`config.mk`:
```
export PLATFORM = sky130hd
export DESIGN_NAME = cfg_settings_bank
export DESIGN_NICKNAME = d
export VERILOG_FILES = /design/src/rtl/cfg_settings_pkg.sv /design/src/rtl/cfg_settings_ctrl.sv /design/src/rtl/cfg_settings_dp.sv /design/src/rtl/cfg_settings_bank.sv
export SDC_FILE = /design/constraint.sdc
export NUM_CORES = 1
export LEC_CHECK = 0
export ABC_AREA = 1
export BUFFER_PORTS_ARGS = -buffer_cell sky130_fd_sc_hd__buf_2
export CAP_MARGIN = 20
export CORE_MARGIN = 2
export CORE_UTILIZATION = 30
export CTS_CLUSTER_SIZE = 12
export DETAILED_ROUTE_END_ITERATION = 10
export SYNTH_ARGS = -nofsm -noshare
export SYNTH_HDL_FRONTEND = slang
export SYNTH_SLANG_ARGS = --single-unit
```
`constraint.sdc`:
```
create_clock -name clk -period 0.8 [get_ports clk]
set_input_delay 0 -clock clk [delete_from_list [all_inputs] [get_ports clk]]
set_output_delay 0 -clock clk [all_outputs]
set_load 0.02 [all_outputs]
```
`src/rtl/cfg_settings_pkg.sv`:
```
package cfg_settings_pkg;

  // Strobes from the decoder to the datapath
  typedef struct packed {
    logic loadLow;   // stage the low half
    logic fireHigh;  // assemble and emit the update
  } bankCtrlT;

endpackage

```
`src/rtl/cfg_settings_ctrl.sv`:
```
module cfg_settings_ctrl
  import cfg_settings_pkg::*;
#(
  parameter int ADDR_W    = 11,
  parameter int SPAN_W    = 8,
  parameter int BASE_ADDR = 1024
) (
  input  logic                     clk,
  input  logic                     rstN,
  input  logic                     busStb,
  input  logic                     busWe,
  input  logic [ADDR_W-1:SPAN_W]   addrTag,
  input  logic                     halfSel,
  output bankCtrlT                 ctrl,
  output logic                     busAck
);

  localparam logic [ADDR_W-1:0] BASE_VEC = ADDR_W'(BASE_ADDR);
  localparam logic [ADDR_W-SPAN_W-1:0] WIN_TAG = BASE_VEC[ADDR_W-1:SPAN_W];

  logic hit;
  logic ackQ;

  assign hit = busStb && (addrTag == WIN_TAG);

  always_comb begin
    ctrl          = '0;
    ctrl.loadLow  = hit && busWe && !halfSel;
    ctrl.fireHigh = hit && busWe && halfSel;
  end

  always_ff @(posedge clk or negedge rstN) begin
    if (!rstN) ackQ <= 1'b0;
    else       ackQ <= hit;
  end

  assign busAck = ackQ;

endmodule

```
`src/rtl/cfg_settings_dp.sv`:
```
module cfg_settings_dp
  import cfg_settings_pkg::*;
#(
  parameter int HALF_W = 16,
  parameter int IDX_W  = 6
) (
  input  logic                  clk,
  input  logic                  rstN,
  input  bankCtrlT              ctrl,
  input  logic [IDX_W-1:0]      wrIdx,
  input  logic [HALF_W-1:0]     wrData,
  output logic                  cfgStb,
  output logic [IDX_W-1:0]      cfgIdx,
  output logic [2*HALF_W-1:0]   cfgData
);

  logic [HALF_W-1:0]   lowQ;
  logic                stbQ;
  logic [IDX_W-1:0]    idxQ;
  logic [2*HALF_W-1:0] dataQ;

  always_ff @(posedge clk or negedge rstN) begin
    if (!rstN) begin
      lowQ <= '0;
    end else if (ctrl.loadLow) begin
      lowQ <= wrData;
    end
  end

  always_ff @(posedge clk or negedge rstN) begin
    if (!rstN) begin
      stbQ  <= 1'b0;
      idxQ  <= '0;
      dataQ <= '0;
    end else begin
      stbQ <= ctrl.fireHigh;
      if (ctrl.fireHigh) begin
        idxQ  <= wrIdx;
        dataQ <= {wrData, lowQ};
      end
    end
  end

  assign cfgStb  = stbQ;
  assign cfgIdx  = idxQ;
  assign cfgData = dataQ;

endmodule

```
`src/rtl/cfg_settings_bank.sv`:
```
module cfg_settings_bank
  import cfg_settings_pkg::*;
#(
  parameter int ADDR_W    = 11,
  parameter int HALF_W    = 16,
  parameter int NUM_REGS  = 64,
  parameter int SLAVE_LSB = 7,
  parameter int SLAVE_ID  = 8
) (
  input  logic                           clk,
  input  logic                           rstN,
  input  logic                           busStb,
  input  logic                           busWe,
  input  logic [ADDR_W-1:0]              busAddr,
  input  logic [HALF_W-1:0]              busWrData,
  output logic [HALF_W-1:0]              busRdData,
  output logic                           busAck,
  output logic                           cfgStb,
  output logic [$clog2(NUM_REGS)-1:0]    cfgIdx,
  output logic [2*HALF_W-1:0]            cfgData
);

  localparam int IDX_W     = $clog2(NUM_REGS);
  localparam int SPAN_W    = IDX_W + 2;
  localparam int BASE_ADDR = SLAVE_ID << SLAVE_LSB;

  bankCtrlT ctrl;
  logic     unusedByteLane;

  assign unusedByteLane = busAddr[0];
  assign busRdData      = '0;

  cfg_settings_ctrl #(
    .ADDR_W   (ADDR_W),
    .SPAN_W   (SPAN_W),
    .BASE_ADDR(BASE_ADDR)
  ) uCtrl (
    .clk    (clk),
    .rstN   (rstN),
    .busStb (busStb),
    .busWe  (busWe),
    .addrTag(busAddr[ADDR_W-1:SPAN_W]),
    .halfSel(busAddr[1]),
    .ctrl   (ctrl),
    .busAck (busAck)
  );

  cfg_settings_dp #(
    .HALF_W(HALF_W),
    .IDX_W (IDX_W)
  ) uDp (
    .clk    (clk),
    .rstN   (rstN),
    .ctrl   (ctrl),
    .wrIdx  (busAddr[SPAN_W-1:2]),
    .wrData (busWrData),
    .cfgStb (cfgStb),
    .cfgIdx (cfgIdx),
    .cfgData(cfgData)
  );

endmodule

```
==> run_results.csv <==
group,metric,value,unit
sta,fin_crit_sh,108,%
sta,period_needed,0.867,ns
synthesis,syn_avg_cell_area,9.28,um2
min_path,hp-start,"busAddr[1]",
synthesis,ys_types,14,
synthesis,synth_top_area_share,56.5,%
global_routing,grt_pass1_vias,2037,
clock_tree,cts-htree-levels,2,
sta,rsz0062_at_grt,"yes",
min_path,hold_end,"uDp.cfgData[2]",
sta,setup_viol,40,
worst_setup_path,rr_worst_depth,3,
clock_tree,clkTransAtPathRegs,0.10,ns
worst_setup_path,crit_chain,"buf_6",
synthesis,synthTopCellsByArea,"dfrtp_1 57%, nand2_1 17%, nand4_1 14%",
clock_tree,clock-root-buffer,"clkbuf_8",
clock_tree,clockBufferDepth,2,
synthesis,synth_flop_cell,"dfrtp_1",
drt,ant_nets,0,
synthesis,synth-edff-count,0,
drt,routed.top_layer,"met4",
worst_setup_path,path_class,"reg -> out",
synthesis,ys_top_cells_by_count,"110 x nand2_1, 56 x dfrtp_1, 54 x nand4_1, 21 x buf_4, 12 x buf_2",
worst_setup_path,cp_top_family,"flip-flops",
synthesis,yosys_warnings,0,
drt,firstDrtPassIters,4,
clock_tree,clkLatencyLatePin,0.31,ns
floorplanning,dieArea,9010,um2
placed_design,place.gp.congestion,0.746,
drt,wirelength,6460,um
power_and_ir_drop,leakage,1.97,nW
worst_setup_path,critPathBufInv,1,
drt,drtIter0Drc,117,
synthesis,yosysMostFrequentCell,"nand2_1",
synthesis,netlist_area,2480,um2
floorplanning,rows,33,
sta,clock.fmax,1150,MHz
power_and_ir_drop,vdd_drop_max,946,uV
sta,skew,0.00944,ns
worst_setup_path,crit_slowest_cell,"dfrtp_1",
final_layout,multi_input_area,867,um2
placed_design,pre_cts_ws,-0.136,ns
clock_tree,numClockSinks,56,
worst_setup_path,crit_path_max_incr_delay,0.42,ns
worst_setup_path,reg2reg_slack,0.05,ns
drt,wl_met2,2910,um
synthesis,yosys.area.top_type,"dfrtp_1",
final_layout,final_nets,407,
floorplanning,die_h,94.9,um
placed_design,post_dp_cell_area,2920,um2
drt,wl_met3,380,um
floorplanning,start_util,30.6,%
clock_tree,cts_made_buffers,5,
final_layout,drive_gt1_share,30.5,%
floorplanning,core_area,8090,um2
sta,hold_viol,0,
global_routing,antenna_found_initial,0,
synthesis,synth_seq_area_share,56.5,%
clock_tree,cts_tree,"yes",
synthesis,async_reset_ff_share,100,%
run_status,outcome,"complete, but fails checks",
placed_design,dp_hpwl,4060,um
worst_setup_path,cp.arrival,0.87,ns
min_path,whs_path_depth,4,
worst_setup_path,required,0.80,ns
global_routing,overflow,0,
final_layout,syn_to_final_growth,46.9,%
floorplanning,num_io_pins,87,
run_status,violations,"negative setup slack",
global_routing,grt_max_degree,55,
power_and_ir_drop,powerDensity,2030,nW/um2
global_routing,grt_use_total,14.6,%
worst_setup_path,crit_fanout,2,
floorplanning,die_width,94.9,um
drt,post_drt_via_cell_ratio,4.53,
drt,wirelength_met1,3120,um
power_and_ir_drop,p_total,7.39,mW
drt,route.detailed.drc,0,
final_layout,n_fill_cell,811,
worst_setup_path,r2r_end,"uDp.cfgData[16]",
flow_run,drv_cap,0,
final_layout,antenna_cells,0,
drt,via_count,2183,
final_layout,final_cell_area,3640,um2
synthesis,postSynthCellCount,267,
sta,final_max_slew_viol_count,0,
final_layout,register_area,1400,um2
worst_setup_path,timing.rr.start,"uDp.cfgData[16]",
synthesis,ys_ff_latch,56,
min_path,hold_path_class,"in -> reg",
sta,setup_ws,-0.0672,ns
worst_setup_path,cp-start-kind,"flip-flop",
sta,whs,0.150,ns
placed_design,portBuffers,69,
drt,wire_per_inst,13.4,um
worst_setup_path,cp-end-kind,"output pin",
global_routing,grt_pass1_wl,10200,um
[registers in the layout, indices dropped and copies added, names as in the netlist]
name,flops
uDp.cfgIdx,6
uCtrl.busAck,1
uDp.lowQ,16
uDp.cfgStb,1
uDp.cfgData,32
[cell families after synthesis]
family | share of synthesized area, %
and+or+nand+nor | 32.6
DFF | 56.5
buffers and inverters | 10.8
other | 0.151
[cell usage in the layout (no fill, tap or decap)]
cell type / instances
nand4_2: 1
conb_1: 16
buf_4: 27
inv_1: 2
dlygate4sd3_1: 23
nor2_4: 2
dfrtp_1: 56
clkbuf_1: 1
buf_2: 29
clkinvlp_4: 1
clkbuf_8: 6
buf_6: 40
inv_2: 3
buf_12: 5
nand4_1: 54
nand2_1: 110
nand4_4: 1
[how the worst max path moves through the flow]
stage,from,to,slack (ns),cells after the start
final,uDp.cfgData[20],cfgData[20],-0.07,1
after global routing,uDp.cfgData[20],cfgData[20],-0.10,1
after CTS,uDp.cfgData[26],cfgData[26],-0.07,1
after detailed placement,busAddr[9],uDp.lowQ[6],-0.14,6
after global placement,busAddr[9],uDp.lowQ[1],-0.1,6
after floorplan,busStb,uDp.cfgData[21],0.04,7
[cell type report]
type | instances | area share (%)
sequential | 56 | 38.5
timing repair buffer | 124 | 31.0
multi-input combinational | 184 | 23.8
tap | 105 | 3.61
clock buffer | 7 | 2.37
inverter | 5 | 0.515
clock inverter | 1 | 0.206
[where the power goes]
part           switching (mW)  total, mW  internal [mW]
sequential              0.304       3.58           3.28
clock                   0.909       1.62          0.706
combinational            1.09       2.19           1.11
[stage by stage]
| step | utilization (%) | std cells | TNS, ns |
|---|---|---|---|
| final | 45.0 | 482 | -1.90 |
| after global routing | 45.0 | 482 | -3.23 |
| after CTS | 44.7 | 479 | -2.26 |
| after detailed placement | 36.0 | 431 | -3.69 |
| after global placement | 36.0 | 431 | -2.70 |
| after floorplan | - | 282 | 0 |
[what timing repair did]
item                                   in CTS  in global routing
setup endpoints to repair                  40                 41
pin swaps                                   0                  1
setup buffers                              17                  3
hold buffers                               23                  0
resized for setup                          80                  0
endpoints found under the hold margin      94                  0
[per-layer routing]
layer / GRT usage, % / up-vias
met2: 21.9 / 80
met1: 21.4 / 1020
li1: - / 1078
met5: 0 / -
met4: 2.90 / 0
met3: 3.51 / 5
Note: power is estimated with default switching activity, not from simulation.
